===== src/rtl/mbx_pkg.sv =====
package mbx_pkg;
  localparam int unsigned MBX_ADDR_W    = 8;
  localparam int unsigned MBX_BYTE_W    = 8;
  localparam int unsigned MBX_NUM_BYTES = 4;
  localparam logic [7:0]  MBX_PLD_BASE  = 8'h84;
  localparam logic [7:0]  MBX_FLAG_ADDR = 8'h8A;
  localparam logic [7:0]  MBX_BUSY_ADDR = 8'h8B;
  localparam logic [7:0]  MBX_GO_ADDR   = 8'h90;
  localparam int unsigned MBX_FLAG_BIT  = 7;
  localparam int unsigned MBX_BUSY_BIT  = 0;
  localparam int unsigned MBX_GO_BIT    = 0;
endpackage


===== src/rtl/mbx_payload_regs.sv =====
module mbx_payload_regs #(
  parameter int unsigned ADDR_W    = 8,
  parameter int unsigned BYTE_W    = 8,
  parameter int unsigned NUM_BYTES = 4,
  parameter logic [ADDR_W-1:0] PLD_BASE = 8'h84,
  localparam int unsigned PW = BYTE_W * NUM_BYTES
) (
  input  logic              clk,
  input  logic              rst_n,
  input  logic              wr_en,
  input  logic [ADDR_W-1:0] addr,
  input  logic [BYTE_W-1:0] wdata,
  input  logic              capture,
  output logic [PW-1:0]     live_o,
  output logic [PW-1:0]     shadow_o
);
  logic [NUM_BYTES-1:0] hit;
  logic [PW-1:0]        live_q;
  logic [PW-1:0]        shadow_q;

  for (genvar g = 0; g < NUM_BYTES; g++) begin : g_hit
    assign hit[g] = wr_en && (addr == ADDR_W'(int'(PLD_BASE) + g));
  end

  always_ff @(posedge clk or negedge rst_n) begin
    if (!rst_n) begin
      live_q <= '0;
    end else begin
      for (int i = 0; i < NUM_BYTES; i++) begin
        if (hit[i]) live_q[i*BYTE_W +: BYTE_W] <= wdata;
      end
    end
  end

  always_ff @(posedge clk or negedge rst_n) begin
    if (!rst_n)       shadow_q <= '0;
    else if (capture) shadow_q <= live_q;
  end

  assign live_o   = live_q;
  assign shadow_o = shadow_q;


  unmapped_wr_chk: assert property (@(posedge clk) disable iff (!rst_n)
    (wr_en && (hit == '0)) |=> $stable(live_q));
endmodule


===== src/rtl/mbx_handshake.sv =====
module mbx_handshake (
  input  logic clk,
  input  logic rst_n,
  input  logic go_req,
  input  logic flag_clr,
  input  logic done,
  output logic capture,
  output logic busy,
  output logic flag,
  output logic cmd_stb
);
  logic busy_q, flag_q, stb_q;
  logic accept;

  assign accept  = go_req && !busy_q;
  assign capture = accept;

  always_ff @(posedge clk or negedge rst_n) begin
    if (!rst_n) begin
      busy_q <= 1'b0;
      flag_q <= 1'b0;
      stb_q  <= 1'b0;
    end else begin
      stb_q <= accept;
      if (accept)              busy_q <= 1'b1;
      else if (busy_q && done) busy_q <= 1'b0;
      if (accept)              flag_q <= 1'b1;
      else if (flag_clr)       flag_q <= 1'b0;
    end
  end

  assign busy    = busy_q;
  assign flag    = flag_q;
  assign cmd_stb = stb_q;


  stb_single_chk: assert property (@(posedge clk) disable iff (!rst_n)
    cmd_stb |=> !cmd_stb);

  stb_busy_chk: assert property (@(posedge clk) disable iff (!rst_n)
    cmd_stb |-> busy);

  busy_hold_chk: assert property (@(posedge clk) disable iff (!rst_n)
    (busy && !done) |=> busy);

  go_busy_chk: assert property (@(posedge clk) disable iff (!rst_n)
    (busy && go_req) |=> !cmd_stb);

  flag_set_chk: assert property (@(posedge clk) disable iff (!rst_n)
    cmd_stb |-> flag);

  done_idle_chk: assert property (@(posedge clk) disable iff (!rst_n)
    (!busy && !go_req) |=> (!busy && !cmd_stb));
endmodule


===== src/rtl/mbx_decode.sv =====
module mbx_decode #(
  parameter int unsigned ADDR_W    = 8,
  parameter int unsigned BYTE_W    = 8,
  parameter int unsigned NUM_BYTES = 4,
  parameter logic [ADDR_W-1:0] PLD_BASE  = 8'h84,
  parameter logic [ADDR_W-1:0] FLAG_ADDR = 8'h8A,
  parameter logic [ADDR_W-1:0] BUSY_ADDR = 8'h8B,
  parameter logic [ADDR_W-1:0] GO_ADDR   = 8'h90,
  parameter int unsigned FLAG_BIT = 7,
  parameter int unsigned BUSY_BIT = 0,
  localparam int unsigned PW = BYTE_W * NUM_BYTES
) (
  input  logic              wr_en,
  input  logic [ADDR_W-1:0] addr,
  input  logic              go_bit,
  input  logic              flag_bit,
  input  logic [PW-1:0]     live,
  input  logic              flag,
  input  logic              busy,
  output logic              go_req,
  output logic              flag_clr,
  output logic [BYTE_W-1:0] rdata
);
  assign go_req   = wr_en && (addr == GO_ADDR) && go_bit;
  assign flag_clr = wr_en && (addr == FLAG_ADDR) && flag_bit;

  always_comb begin
    rdata = '0;
    for (int i = 0; i < NUM_BYTES; i++) begin
      if (addr == ADDR_W'(int'(PLD_BASE) + i)) rdata = live[i*BYTE_W +: BYTE_W];
    end
    if (addr == FLAG_ADDR) rdata[FLAG_BIT] = flag;
    if (addr == BUSY_ADDR) rdata[BUSY_BIT] = busy;
  end
endmodule


===== src/rtl/mbx_cmd_engine.sv =====
module mbx_cmd_engine
  import mbx_pkg::*;
#(
  parameter int unsigned ADDR_W    = MBX_ADDR_W,
  parameter int unsigned BYTE_W    = MBX_BYTE_W,
  parameter int unsigned NUM_BYTES = MBX_NUM_BYTES,
  parameter logic [ADDR_W-1:0] PLD_BASE  = MBX_PLD_BASE,
  parameter logic [ADDR_W-1:0] FLAG_ADDR = MBX_FLAG_ADDR,
  parameter logic [ADDR_W-1:0] BUSY_ADDR = MBX_BUSY_ADDR,
  parameter logic [ADDR_W-1:0] GO_ADDR   = MBX_GO_ADDR,
  parameter int unsigned FLAG_BIT = MBX_FLAG_BIT,
  parameter int unsigned BUSY_BIT = MBX_BUSY_BIT,
  parameter int unsigned GO_BIT   = MBX_GO_BIT,
  localparam int unsigned PW = BYTE_W * NUM_BYTES
) (
  input  logic              clk,
  input  logic              rst_n,
  input  logic              host_wr_en,
  input  logic [ADDR_W-1:0] host_addr,
  input  logic [BYTE_W-1:0] host_wdata,
  output logic [BYTE_W-1:0] host_rdata,
  output logic              eng_cmd_stb,
  output logic [PW-1:0]     eng_cmd_payload,
  input  logic              eng_done
);
  logic [PW-1:0] live;
  logic go_req, flag_clr, capture, busy, flag;

  mbx_decode #(
    .ADDR_W(ADDR_W), .BYTE_W(BYTE_W), .NUM_BYTES(NUM_BYTES),
    .PLD_BASE(PLD_BASE), .FLAG_ADDR(FLAG_ADDR), .BUSY_ADDR(BUSY_ADDR),
    .GO_ADDR(GO_ADDR), .FLAG_BIT(FLAG_BIT), .BUSY_BIT(BUSY_BIT)
  ) u_decode (
    .wr_en(host_wr_en), .addr(host_addr),
    .go_bit(host_wdata[GO_BIT]), .flag_bit(host_wdata[FLAG_BIT]),
    .live(live), .flag(flag), .busy(busy),
    .go_req(go_req), .flag_clr(flag_clr), .rdata(host_rdata)
  );

  mbx_payload_regs #(
    .ADDR_W(ADDR_W), .BYTE_W(BYTE_W), .NUM_BYTES(NUM_BYTES), .PLD_BASE(PLD_BASE)
  ) u_payload (
    .clk(clk), .rst_n(rst_n), .wr_en(host_wr_en), .addr(host_addr),
    .wdata(host_wdata), .capture(capture),
    .live_o(live), .shadow_o(eng_cmd_payload)
  );

  mbx_handshake u_hs (
    .clk(clk), .rst_n(rst_n), .go_req(go_req), .flag_clr(flag_clr),
    .done(eng_done), .capture(capture), .busy(busy), .flag(flag),
    .cmd_stb(eng_cmd_stb)
  );


  stb_payload_chk: assert property (@(posedge clk) disable iff (!rst_n)
    eng_cmd_stb |-> (eng_cmd_payload == $past(live)));

  payload_hold_chk: assert property (@(posedge clk) disable iff (!rst_n)
    (busy && !eng_cmd_stb) |-> $stable(eng_cmd_payload));

  go_reads_zero_chk: assert property (@(posedge clk) disable iff (!rst_n)
    (host_addr == GO_ADDR) |-> (host_rdata == '0));
endmodule


===== config.mk =====
export PLATFORM = sky130hd
export DESIGN_NAME = mbx_cmd_engine
export DESIGN_NICKNAME = d
export VERILOG_FILES = /design/src/rtl/mbx_pkg.sv /design/src/rtl/mbx_payload_regs.sv /design/src/rtl/mbx_handshake.sv /design/src/rtl/mbx_decode.sv /design/src/rtl/mbx_cmd_engine.sv
export SDC_FILE = /design/constraint.sdc
export NUM_CORES = 1
export LEC_CHECK = 0
export ABC_AREA = 1
export BUFFER_PORTS_ARGS = -buffer_cell sky130_fd_sc_hd__buf_2
export CORE_ASPECT_RATIO = 1.75
export CORE_MARGIN = 4
export CORE_UTILIZATION = 25
export DETAILED_ROUTE_END_ITERATION = 12
export PLACE_DENSITY = 0.51
export SYNTH_ARGS = -nofsm -noshare
export SYNTH_HDL_FRONTEND = slang
export SYNTH_HIERARCHICAL = 1
export SYNTH_SLANG_ARGS = --single-unit

===== constraint.sdc =====
create_clock -name clk -period 2.9 [get_ports clk]
set_clock_uncertainty 0.05 [all_clocks]
set_input_delay 0.725 -clock clk [delete_from_list [all_inputs] [get_ports clk]]
set_output_delay 0.725 -clock clk [all_outputs]
set_load 0.02 [all_outputs]

* Word level (Yosys, flattened, before mapping)
Index checks and enable logic that the tools add are counted.
** Word-level totals
- Register bits :: 67
- Bits of input ports :: 20
- Logic and storage cells :: 38
** Operators by class
- Equality and inequality tests :: 7
- Muxes and demuxes :: 10
- Reductions and logical operators :: 13
** Operator list (number)
- 8-bit == test, second input constant :: 7
- 8-bit two-way mux :: 4
- 1-bit logical AND :: 10
- 1-bit two-way mux :: 6
- 2-bit nonzero test :: 2
- 1-bit logical NOT :: 1

* Depth between registers and ports, before layout
- Depth in word-level cells :: 6
- Mapped depth :: 9
- Gate-level depth less buffers :: 8

* Hierarchy
Netlist, hierarchy kept.
** By module, submodules not included
- mbx_payload_regs :: times used 1, cells an instance 242, area an instance 2645.0 um2, sequential area each 1601.5 um2
- mbx_decode :: times used 1, cells an instance 81, area an instance 495.5 um2, sequential area each 0.0 um2
- mbx_handshake :: times used 1, cells an instance 12, area an instance 111.4 um2, sequential area each 75.1 um2

* Worst setup path before layout
Ideal clock, no wire load.
- Path type :: input to output
- Start :: in host_addr[6]
- End :: out host_rdata[1]
- Arrival time :: 1432 ps
- Slack :: 693 ps
- Cell stages on the path :: 6
- Buffers on the path :: 1
- Cells stage by stage :: clkinv_1 nand2_2 nor2_4 buf_2 nand3_1 nand4_2
** Between the ends
- Longest elaborated chain between the ends :: 5
** Ends and longest elaborated chain
- start: declaration :: line mbx_cmd_engine.sv:19 : input logic [ADDR_W-1:0] host_addr,
- 8-bit == test :: line mbx_decode.sv:30 : if (addr == ADDR_W'(int'(PLD_BASE) + i)) rdata = live[i*BYTE_W +: BYTE_W];
- 8-bit two-way mux (3 in series) :: line mbx_decode.sv:30
- 8-bit two-way mux * :: line mbx_decode.sv:30
- end: declaration :: line mbx_cmd_engine.sv:21 : output logic [BYTE_W-1:0] host_rdata,
Mark *: on every way between the ends. The rest lies on a longest branch, timed or not.

* Final worst setup path
- Start :: in host_addr[5]
- End :: out host_rdata[2]
Same word-level chain as after synthesis.

==> reports/results.txt <==
layout net count -> 422
Synth Warn # -> 6
Area Overhead vs Synth -> 26.8%
vias in the first global route -> 2779
Core ar. -> 12600 sq um
pwr dens -> 587 nW/um^2
Syn Nets -> 355
setup TNS -> 0 ns
die area -> 15000 sq um
Unique masters post-synth -> 26
Levels on crit path -> 8
initial antenna violation count -> 0
clk_lat worst skew -> 0.33 ns
Critical Path Sink Type -> primary output
flops & latches, synth -> 67
DPL Wire Length -> 7.21 mm
R2R Setup Slk -> 1.48 ns
Critical Path Most Common Cell -> buf_2
first-pass GRT wire length -> 15.2 mm
worst r2r src -> u_hs/busy
slowest stage cell, crit path -> buf_12
outcome -> complete, no violations
maximum clock frequency -> 389 MHz
antenna cells -> 0
post-cts sizing count -> 0
final setup fails -> 0
share of flip-flops with an asynchronous set or reset -> 100%
CTS sink cnt -> 67
Cell Rows -> 54
crit path kind -> input pin to primary output
CTS Buf Count -> 9
crit start category -> input pin
final slew viol count -> 0
Worst Path Arrival -> 1.80 ns
Via density -> 4.59
max-cap viol count -> 0
Final min period -> 2.57 ns
largest cells by area after synthesis -> dfrtp_1, nand2_1, mux2_2, nand4_1, nand3_1
WL/cell -> 16.2 microns
maximum VDD drop -> 0.293 mV
io pins -> 61
Initial Util -> 25.7%
htree depth -> 3
Post-synth EDFFs -> 0
Avg Cell Area, Syn -> 9.71 sq um
crit path max fanout -> 23
Via Count -> 2637
Iteration-0 DRC Markers -> 168
leak pwr -> 2.15 nW
port bufs -> 60
Synth Flop Type -> dfrtp_1
Post-CTS Hold Buffers -> 0
leading area contributor after synthesis -> dfrtp_1
routability cong. -> 0.850
clk root buf -> clkbuf_16
maximum clock path buffer count -> 2
Setup WS pre-CTS -> 0.332 ns
count leader, synth -> nand2_1
die height -> 159 microns
share of layout cells above drive strength 1 -> 36.9%
Final Hold Viols -> 0
critical-path cell list -> buf_2 > inv_2 > nand2_1 > nor2_4 > buf_12 > nand3_1 > nand4_2 > buf_2
worst hold slack -> 0.317 ns
RSZ-0062 raised after global routing -> no
reg2reg path depth -> 5
Worst Path Buf+Inv -> 4
sequential fraction of the synthesis area -> 51.6%
Fillers -> 1313
Worst Max-Slew Pin Slew -> 0.527 ns
CP delay by family, top -> simple AND/OR/NAND/NOR gates
Antenna Violating Nets Remaining -> 0
worst r2r dst -> u_payload/shadow_o[24]
largest net degree at the start of global routing -> 37
top post-synthesis cells by count -> nand2_1, dfrtp_1, nand3_1, nand4_1, mux2_2
Worst-path clk slew -> 0.06 ns
drt first pass iters -> 4
Post-CTS Setup Inserts -> 0
final period utilization -> 88.7%
setup ws final -> 0.327 ns
critical path's largest stage delay -> 0.18 ns
DRC -> 0
Synth top area share -> 51.6%
CTS tree -> done
remaining global-route overflow -> 0
Worst EP required -> 2.12 ns
die width -> 94.2 microns
GRT Overall Usage -> 13.5%
synthesized instance count -> 335
total wire length -> 9.33 mm
Post-Syn Area -> 3250 sq um
Hold WC Path Type -> input pin to asynchronous set/reset pin
normalized max-slew margin -> 64.9%
-- power breakdown --
part / total (mW) / internal, mW / switching [mW]
clock network: 1.27 / 0.846 / 0.419
logic: 0.158 / 0.0477 / 0.110
registers: 0.994 / 0.967 / 0.0274
-- worst max-delay path by stage --
stage,startpoint,to,slack (ns)
2_1_floorplan,host_addr[6],host_rdata[1],0.69
3_3_place_gp,host_addr[1],host_rdata[0],0.36
3_5_place_dp,host_addr[5],host_rdata[7],0.33
4_1_cts,host_addr[5],host_rdata[7],0.34
5_1_grt,host_addr[1],host_rdata[0],0.24
6_report,host_addr[5],host_rdata[2],0.33
-- logic make-up (layout without fill, tap and decap cells) --
group | Yosys count | after routing | share of synthesized area, %
simple gates | 188 | 188 | 31.3
flops | 67 | 67 | 51.6
buf+inv | 40 | 112 | 5.77
mux | 24 | 24 | 8.31
compound gates | 16 | 16 | 3.08
-- flip-flops by register name, summed over array words and instances, names as in the netlist --
name                cells
u_payload/shadow_o     32
u_hs/cmd_stb            1
u_hs/busy               1
u_hs/flag               1
u_payload/live_o       32
-- per-stage QoR --
| step | area (sq um) | util [%] | power (mW) | instances |
|---|---|---|---|---|
| after floorplan | 3250 | - | 1.08 | 335 |
| after CTS | 4120 | 32.6 | 2.45 | 575 |
| after detailed placement | 3770 | 29.9 | 1.17 | 559 |
| final | 4120 | 32.6 | 2.42 | 575 |
| after global placement | 3770 | 29.9 | 1.17 | 559 |
| after global routing | 4120 | 32.6 | 2.51 | 575 |
-- placed cells by master, fill, tap and decap left out, drive strengths merged --
cell,instances
nor3,1
clkbuf,9
nand3,31
a21oi,8
inv,30
clkinvlp,1
nor2,29
bufinv,3
nand2,94
o21bai,8
nand4,31
nor4,1
mux2,24
clkinv,2
and2,1
dfrtp,67
buf,67
-- metal layers --
layer	wire length [microns]	global-route usage, %	share of wire (%)
met5	0	0	0
met4	426	8.61	4.6
met3	450	3.03	4.8
met2	5180	24.1	55
met1	3280	13.7	35
-- area by class of cell --
type                            count  area (sq um)  area share (%)
Sequential cell                    67          1680            40.7
Clock inverter                      7           124            3.00
Clock buffer                        9           225            5.46
Multi-Input combinational cell    228          1390            33.7
Tap cell                          168           210            5.10
Inverter                           29           109            2.64
Timing Repair Buffer               67           390            9.47
No activity file was read; power rests on OpenSTA's default activity.
